**config.mk**
```make
export PLATFORM = sky130hd
export DESIGN_NAME = phy_access_port
export DESIGN_NICKNAME = d
export VERILOG_FILES = /design/src/rtl/phy_port_pkg.sv /design/src/rtl/phy_reg_bank.sv /design/src/rtl/phy_host_reg.sv /design/src/rtl/phy_handshake_fsm.sv /design/src/rtl/phy_access_port.sv
export SDC_FILE = /design/constraint.sdc
export NUM_CORES = 1
export LEC_CHECK = 0
export BUFFER_PORTS_ARGS = -buffer_cell sky130_fd_sc_hd__buf_4
export CORE_ASPECT_RATIO = 2
export CORE_MARGIN = 4
export CORE_UTILIZATION = 50
export CTS_BUF_LIST = sky130_fd_sc_hd__clkbuf_8
export DETAILED_ROUTE_END_ITERATION = 10
export PLACE_DENSITY = 0.76
export SLEW_MARGIN = 20
export SYNTH_ARGS = -nofsm -noshare
export SYNTH_HDL_FRONTEND = slang
export SYNTH_SLANG_ARGS = --single-unit
```
**constraint.sdc**
```tcl
create_clock -name clk -period 6.2 [get_ports clk]
set_input_delay 0.31 -clock clk [delete_from_list [all_inputs] [get_ports clk]]
set_output_delay 0.31 -clock clk [all_outputs]
set_load 0.1 [all_outputs]
```
**src/rtl/phy_port_pkg.sv**
```systemverilog
package phy_port_pkg;
  // Control word field positions (host-visible layout)
  localparam int ADDR_LSB  = 0;
  localparam int WDATA_LSB = 8;
  localparam int RDATA_LSB = 16;
  localparam int WR_BIT    = 24;
  localparam int RD_BIT    = 25;
  localparam int ACK_BIT   = 26;
  localparam int WORD_W    = 32;

  typedef enum logic [1:0] {
    ST_IDLE  = 2'd0,
    ST_BUSY  = 2'd1,
    ST_ACKED = 2'd2
  } hs_state_e;
endpackage

```
**src/rtl/phy_reg_bank.sv**
```systemverilog
module phy_reg_bank #(
  parameter int ADDR_W  = 6,
  parameter int DATA_W  = 8,
  parameter int LATENCY = 3
) (
  input  logic              clk,
  input  logic              rst,
  input  logic              req,
  input  logic              we,
  input  logic [ADDR_W-1:0] addr,
  input  logic [DATA_W-1:0] wdata,
  output logic              done,
  output logic [DATA_W-1:0] rdata
);
  localparam int DEPTH = 1 << ADDR_W;
  localparam int CNT_W = $clog2(LATENCY + 1);

  logic [DATA_W-1:0] mem [DEPTH];
  logic [CNT_W-1:0]  cnt;
  logic              busy;

  // Storage: write port, kept free of reset so block RAM can be inferred
  always_ff @(posedge clk) begin
    if (req && we) mem[addr] <= wdata;
  end

  // Registered read port, read-first
  always_ff @(posedge clk) begin
    if (req) rdata <= mem[addr];
  end

  // Access latency model
  always_ff @(posedge clk) begin
    if (rst) begin
      busy <= 1'b0;
      cnt  <= '0;
      done <= 1'b0;
    end else begin
      done <= 1'b0;
      if (req) begin
        busy <= 1'b1;
        cnt  <= CNT_W'(LATENCY - 1);
      end else if (busy) begin
        if (cnt == '0) begin
          busy <= 1'b0;
          done <= 1'b1;
        end else begin
          cnt <= cnt - 1'b1;
        end
      end
    end
  end
endmodule

```
**src/rtl/phy_host_reg.sv**
```systemverilog
module phy_host_reg
  import phy_port_pkg::*;
#(
  parameter int ADDR_W = 6,
  parameter int DATA_W = 8
) (
  input  logic              clk,
  input  logic              rst,
  input  logic              wr_en,
  input  logic [WORD_W-1:0] wdata,
  input  logic              rd_load,
  input  logic [DATA_W-1:0] rd_value,
  input  logic              ack,
  output logic [ADDR_W-1:0] addr_q,
  output logic [DATA_W-1:0] wdata_q,
  output logic              wr_req_q,
  output logic              rd_req_q,
  output logic [DATA_W-1:0] rd_field_q,
  output logic [WORD_W-1:0] word
);
  logic unused_word;
  assign unused_word = ^wdata;

  // Software-writable fields
  always_ff @(posedge clk) begin
    if (rst) begin
      addr_q   <= '0;
      wdata_q  <= '0;
      wr_req_q <= 1'b0;
      rd_req_q <= 1'b0;
    end else if (wr_en) begin
      addr_q   <= wdata[ADDR_LSB +: ADDR_W];
      wdata_q  <= wdata[WDATA_LSB +: DATA_W];
      wr_req_q <= wdata[WR_BIT];
      rd_req_q <= wdata[RD_BIT];
    end
  end

  // Read-only field, loaded by the handshake only
  always_ff @(posedge clk) begin
    if (rst)          rd_field_q <= '0;
    else if (rd_load) rd_field_q <= rd_value;
  end

  always_comb begin
    word = '0;
    word[ADDR_LSB +: ADDR_W]   = addr_q;
    word[WDATA_LSB +: DATA_W]  = wdata_q;
    word[RDATA_LSB +: DATA_W]  = rd_field_q;
    word[WR_BIT]               = wr_req_q;
    word[RD_BIT]               = rd_req_q;
    word[ACK_BIT]              = ack;
  end
endmodule

```
**src/rtl/phy_handshake_fsm.sv**
```systemverilog
module phy_handshake_fsm
  import phy_port_pkg::*;
#(
  parameter int ADDR_W = 6,
  parameter int DATA_W = 8
) (
  input  logic              clk,
  input  logic              rst,
  input  logic              wr_req,
  input  logic              rd_req,
  input  logic [ADDR_W-1:0] addr,
  input  logic [DATA_W-1:0] wdata,
  input  logic              bank_done,
  input  logic [DATA_W-1:0] bank_rdata,
  output logic              phy_req,
  output logic              phy_we,
  output logic [ADDR_W-1:0] phy_addr,
  output logic [DATA_W-1:0] phy_wdata,
  output logic              ack,
  output logic              busy,
  output logic              rd_load,
  output logic [DATA_W-1:0] rd_value
);
  hs_state_e state;

  always_ff @(posedge clk) begin
    if (rst) begin
      state     <= ST_IDLE;
      phy_req   <= 1'b0;
      phy_we    <= 1'b0;
      phy_addr  <= '0;
      phy_wdata <= '0;
      ack       <= 1'b0;
    end else begin
      phy_req <= 1'b0;
      unique case (state)
        ST_IDLE: begin
          if (wr_req || rd_req) begin
            phy_addr  <= addr;
            phy_wdata <= wdata;
            phy_we    <= wr_req;   // write wins when both are set
            phy_req   <= 1'b1;
            state     <= ST_BUSY;
          end
        end
        ST_BUSY: begin
          if (bank_done) begin
            ack   <= 1'b1;
            state <= ST_ACKED;
          end
        end
        ST_ACKED: begin
          if (!wr_req && !rd_req) begin
            ack   <= 1'b0;
            state <= ST_IDLE;
          end
        end
        default: state <= ST_IDLE;
      endcase
    end
  end

  assign busy     = (state == ST_BUSY);
  assign rd_load  = busy && bank_done && !phy_we;
  assign rd_value = bank_rdata;
endmodule

```
**src/rtl/phy_access_port.sv**
```systemverilog
module phy_access_port
  import phy_port_pkg::*;
#(
  parameter int ADDR_W  = 6,
  parameter int DATA_W  = 8,
  parameter int LATENCY = 3
) (
  input  logic        clk,
  input  logic        rst,
  input  logic        reg_wr_en,
  input  logic [31:0] reg_wdata,
  output logic [31:0] reg_rdata
);
  logic [ADDR_W-1:0] sw_addr;
  logic [DATA_W-1:0] sw_wdata;
  logic              wr_req;
  logic              rd_req;
  logic [DATA_W-1:0] rd_field;
  logic              ack;
  logic              hs_busy;
  logic              rd_load;
  logic [DATA_W-1:0] rd_value;
  logic              phy_req;
  logic              phy_we;
  logic [ADDR_W-1:0] lat_addr;
  logic [DATA_W-1:0] lat_wdata;
  logic              bank_done;
  logic [DATA_W-1:0] bank_rdata;

  phy_host_reg #(.ADDR_W(ADDR_W), .DATA_W(DATA_W)) u_host_reg (
    .clk        (clk),
    .rst        (rst),
    .wr_en      (reg_wr_en),
    .wdata      (reg_wdata),
    .rd_load    (rd_load),
    .rd_value   (rd_value),
    .ack        (ack),
    .addr_q     (sw_addr),
    .wdata_q    (sw_wdata),
    .wr_req_q   (wr_req),
    .rd_req_q   (rd_req),
    .rd_field_q (rd_field),
    .word       (reg_rdata)
  );

  phy_handshake_fsm #(.ADDR_W(ADDR_W), .DATA_W(DATA_W)) u_fsm (
    .clk        (clk),
    .rst        (rst),
    .wr_req     (wr_req),
    .rd_req     (rd_req),
    .addr       (sw_addr),
    .wdata      (sw_wdata),
    .bank_done  (bank_done),
    .bank_rdata (bank_rdata),
    .phy_req    (phy_req),
    .phy_we     (phy_we),
    .phy_addr   (lat_addr),
    .phy_wdata  (lat_wdata),
    .ack        (ack),
    .busy       (hs_busy),
    .rd_load    (rd_load),
    .rd_value   (rd_value)
  );

  phy_reg_bank #(.ADDR_W(ADDR_W), .DATA_W(DATA_W), .LATENCY(LATENCY)) u_bank (
    .clk   (clk),
    .rst   (rst),
    .req   (phy_req),
    .we    (phy_we),
    .addr  (lat_addr),
    .wdata (lat_wdata),
    .done  (bank_done),
    .rdata (bank_rdata)
  );
endmodule

```
## Word level (Yosys, flattened, before mapping)

Memory sizes are Yosys's and may differ from the RTL's. A register that Yosys moved wholly into a read port is not among the register bits.
Index checks and enable logic that the tools add are counted.

- Register bits after elaboration: 47
- Bits in writable memories: 512
- Bits of input ports: 35
- Output and inout port bits: 32
- Memories kept: 1

- Add/sub/neg operators: 1
- Equality and inequality tests: 6
- Muxes and demuxes: 17
- Bitwise operators: 3
- Reduce and logical (&&, ||, !) cells: 20

Memories:

| name | words | bits a word | read ports | clocked after memory_dff | wr ports | line | source |
|---|---|---|---|---|---|---|---|
| u_bank.mem | 64 | 8 | 1 | 1 | 1 | phy_reg_bank.sv:18 | `logic [DATA_W-1:0] mem [DEPTH];` |

Operators with widths:

| cell | number |
|---|---|
| $mux W2 | 6 |
| $mux W1 | 9 |
| $ne A2 B1 Y1 const B | 3 |
| $pmux W2 S3 | 1 |
| $reduce_and A2 Y1 | 3 |
| $reduce_and A3 Y1 | 2 |
| $logic_and A1 B1 Y1 | 4 |
| $logic_not A2 Y1 | 2 |
| $reduce_bool A2 Y1 | 2 |
| $reduce_or A2 Y1 | 2 |
| $logic_not A1 Y1 | 3 |
| $not A1 Y1 | 3 |
| $reduce_or A3 Y1 | 1 |
| $eq A2 B1 Y1 const B | 1 |
| $eq A2 B2 Y1 const B | 1 |
| $ne A2 B2 Y1 const B | 1 |
| $pmux W1 S2 | 1 |
| $sub A2 B1 Y2 const B | 1 |
| $logic_or A1 B1 Y1 | 1 |

## Longest topological paths before layout

- Word-level depth: 4
- Mapped depth: 11

## Hierarchy

Synthesis repeated with hierarchy kept, for this count alone.

- Cells, all modules: 1397
- Area, all modules: 22462.8 µm²

Modules (own cells, without submodules):

| module | instances | cells each | area an instance (µm²) |
|---|---|---|---|
| phy_reg_bank | 1 | 1195 | 20447.1 |
| phy_host_reg | 1 | 110 | 1102.3 |
| phy_handshake_fsm | 1 | 92 | 913.4 |

## Least setup slack after synthesis

No wires, ideal clock.

- Path type: register to register
- From: register u_fsm.phy_addr[2]
- To: memory u_bank.mem[15][0], enable pin
- Setup time: 0.371 ns
- Arrival: 2.020 ns
- Setup slack: 3.809 ns
- Cell stages (with the launch flop): 9
- Buffers on the path: 6
- Clock period less this slack: 2.391 ns
- Path through: dfxtp_1 -> buf_6 -> buf_6 -> buf_4 -> buf_2 -> buf_4 -> buf_2 -> nand4_1 -> nor2_1

RTL lines:

| what | line | source |
|---|---|---|
| from (decl) | phy_handshake_fsm.sv:17 | `output logic [ADDR_W-1:0] phy_addr,` |
| from (signal assigned) | phy_handshake_fsm.sv:39 | `phy_addr <= addr;` |
| to (decl) | phy_reg_bank.sv:18 |  |

No word-level cell before the write port.

## Worst setup path in the final report

- From: register u_fsm.phy_addr[0]
- To: memory u_bank.mem[35][3], enable pin

No word-level cell before the write port.

==> impl_metrics.py <==
metrics = {
    "worst_setup_path": {
        "r2r-start": "u_fsm.phy_addr[0]",
        "cp-start-kind": "flip-flop",
        "slowest_delay_ns": 0.90,
        "rr_worst_depth": 5,
        "rrSetupSlack_ns": 2.35,
        "cp.buffers_inverters": 2,
        "worstSetupPathType": "reg -> reg",
        "cp.required_ns": 6.43,
        "end_kind": "flip-flop",
        "slowest_stage": "nor2_1",
        "cp_top_family": "simple AND/OR/NAND/NOR gates",
        "cp_max_fo": 50,
        "critPathLaunch": "u_fsm.phy_addr[0]",
        "critPathArrivalTime_ns": 4.08,
        "worstPathCellList": "buf_4 -> clkinv_1 -> nor3_1 -> nand3_1 -> nor2_1",
        "rr_endpoint": "u_bank.mem[35][3]",
    },
    "detailed_routing": {
        "wirelength_um": 56500,
        "wire_per_inst_um": 27.7,
        "ant_nets": 0,
        "dr.pass1.iters": 6,
        "via_per_inst": 6.47,
        "drt_iter0_markers": 1396,
        "vias": 13200,
        "drc": 0,
    },
    "power": {
        "vdd_ir_drop_max_uv": 131,
        "cellPowerDensity_mw_per_mm2": 295,
        "p_leak_nw": 7.67,
        "fin_total_pwr_mw": 7.16,
    },
    "synthesis": {
        "yosys_warnings": 0,
        "yosysUniqueCellTypes": 57,
        "async_flop_share": 0,
        "ys_ff_latch": 567,
        "synthTopCellsByArea": "edfxtp_1 (71%), dfxtp_1 (4.3%), mux2i_1 (3.6%)",
        "synth_edf_count": 520,
        "synthAdderAreaFrac": 0,
        "yosys.area_share.simple": 0.0510,
        "synth_compound_area_frac": 0.106,
        "ys_seq_area_frac": 0.751,
        "synth_common_cells": "edfxtp_1 (520), nor2_1 (126), a22oi_1 (90)",
        "syn_area_per_cell_um2": 15.8,
        "muxShareOfSynthArea": 0.0639,
        "synth-xor-area-share": 0,
        "synth_top_family_by_area": "compound AO/OA/AOI/OAI gates",
        "ys.flop_type": "edfxtp_1",
        "synth_most_common_cell": "edfxtp_1",
        "yosys.area.top_type": "edfxtp_1",
        "synth_top_cell_area_share": 0.709,
        "postSynthCellCount": 1393,
        "synthesis.area_mm2": 0.0220,
    },
    "clock_network": {
        "root_buffer": "clkbuf_8",
        "clkSlewWorstSetupHoldPaths_ns": 0.07,
        "htree_num_levels": 3,
        "postCtsSetupRepairBufs": 0,
        "clock_path_buffers": 3,
        "cts_tree": "built",
        "clkLatencyLatePin_ns": 0.62,
        "cts_buffers": 69,
        "cts.sinks": 567,
        "cts-resized-gates": 0,
    },
    "die": {
        "ios": 67,
        "die_x_um": 156,
        "row_count": 108,
        "die_y_um": 305,
        "initial_core_util": 0.506,
        "dieArea_mm2": 0.0477,
        "coreArea_mm2": 0.0435,
    },
    "timing": {
        "hold_violations": 0,
        "worst_pin_slew_ns": 1.09,
        "finalMaxSlewViolations": 0,
        "fin_worst_skew_ns": 0.0202,
        "setup_violations": 0,
        "worst_slack_ns": 2.35,
        "fin_setup_tns_ns": 0,
        "rsz0062_at_grt": "false",
        "post-route-period-util": 0.620,
        "slew_headroom": 0.270,
        "max_freq_mhz": 260,
        "fin_crit_ns": 3.85,
    },
    "place": {
        "port_buffers": 43,
        "dpl-instance-area_mm2": 0.0227,
        "dp_hpwl_um": 35000,
        "post-place-ws_ns": 2.39,
        "gp_congestion": 0.868,
    },
    "min_path": {
        "whs_path_depth": 2,
        "min_to": "u_host_reg.rd_field_q[0]",
        "min-delay-path-class": "in -> reg",
        "holdCritStartpoint": "rst",
    },
    "global_routing": {
        "gr-total-overflow": 0,
        "grt_pass1_wl_um": 82200,
        "use_met3": 0.0452,
        "grt_max_degree": 66,
        "use_met1": 0.238,
        "grt_pass1_vias": 13400,
        "met2_usage": 0.405,
        "antenna_found_initial": 1,
        "top_usage_layer": "met2",
        "grtUsageTotal": 0.233,
    },
    "layout": {
        "finalInstanceArea_mm2": 0.0242,
        "fin_util": 0.557,
        "final_net_count": 1476,
        "area_growth_pct": 10.0,
        "nFillCells": 3226,
        "drive_gt1_frac": 0.159,
    },
    "status": {
        "status": "finished, final reports clean",
    },
    "flow_run": {
        "max_cap_violations": 0,
    },
}
[timing repair]
item,4_1_cts,5_1_grt
endpoints found under the setup margin,0,0
hold buffers,16,0
hold endpoints to repair,16,0
[registers in the layout (all words and copies together), names as in the netlist, 2 cells and up]
register               count
u_bank.cnt                 2
u_bank.mem               512
u_bank.rdata               8
u_fsm.phy_addr             6
u_fsm.phy_wdata            8
u_fsm.state                2
u_host_reg.addr_q          6
u_host_reg.rd_field_q      8
u_host_reg.wdata_q         8
[logic make-up (layout without fill, tap and decap cells)]
family          after synthesis  in the layout
flops                       567            567
compound gates              332            332
simple gates                254            254
mux                         123            123
buf+inv                     116            203
other cells                   1              8
[cell type report]
| type | instances | area (µm²) | area share |
|---|---|---|---|
| flip-flops and latches | 567 | 16600 | 0.684 |
| clock inverters | 44 | 359 | 0.0148 |
| clock buffers | 72 | 991 | 0.0409 |
| diodes | 1 | 2.50 | 0.000103 |
| well taps | 550 | 688 | 0.0284 |
| inverters | 4 | 15.0 | 0.000619 |
| repair buffers | 83 | 663 | 0.0274 |
| multi-input cells | 716 | 4940 | 0.204 |
[worst max-delay path by stage]
stage | to | slack [ns] | cells past startpoint
finish | u_bank.mem[35][3] | 2.35 | 5
global route | u_bank.mem[35][1] | 2.20 | 5
CTS | u_bank.mem[19][1] | 2.37 | 5
detailed placement | u_bank.mem[19][1] | 2.39 | 5
global placement | u_bank.mem[19][1] | 2.52 | 5
floorplan | u_bank.mem[15][0] | 3.81 | 8
[layout by cell type (no fill, tap or decap), drive strengths merged, types with 3 or more instances in the layout]
master,count
a211oi,7
a21oi,62
a221o,3
a221oi,61
a22o,10
a22oi,90
a31oi,5
and2,3
buf,67
bufinv,6
clkbuf,72
clkinv,21
clkinvlp,6
conb,7
dfxtp,47
dlygate4sd3,16
edfxtp,520
inv,15
mux2,33
mux2i,80
mux4,10
nand2,59
nand3,9
nand4,8
nor2,126
nor2b,9
nor3,17
o211ai,5
o21ai,45
o221ai,9
o22ai,21
o32ai,4
or2,4
[power by group]
group | switching (mW) | internal (mW)
Clock | 1.29 | 1.33
Combinational | 0.243 | 0.0972
Sequential | 0.0379 | 4.16
Total | 1.57 | 5.59
[per-stage QoR]
stage / hold slack, ns / instances
2_1_floorplan: 0.439 / 1399
3_3_place_gp: 0.454 / 1904
3_5_place_dp: 0.458 / 1904
4_1_cts: 0.0962 / 2036
5_1_grt: 0.130 / 2037
6_report: 0.121 / 2037
[worst register-to-register path, cell delays in order (launching register included)]
cell and delay (ns):
dfxtp_4 0.80, buf_4 0.55, clkinv_1 0.19, nor3_1 0.38, nand3_1 0.64, nor2_1 0.91
[metal layers]
| metal | vias up | share of wire |
|---|---|---|
| met3 | 238 | 0.089 |
| met4 | 0 | 0.090 |
| met5 | - | 0 |
| met2 | 877 | 0.52 |
| li1 | 5598 | - |
| met1 | 6463 | 0.30 |
(Power assumes the default switching activity.)
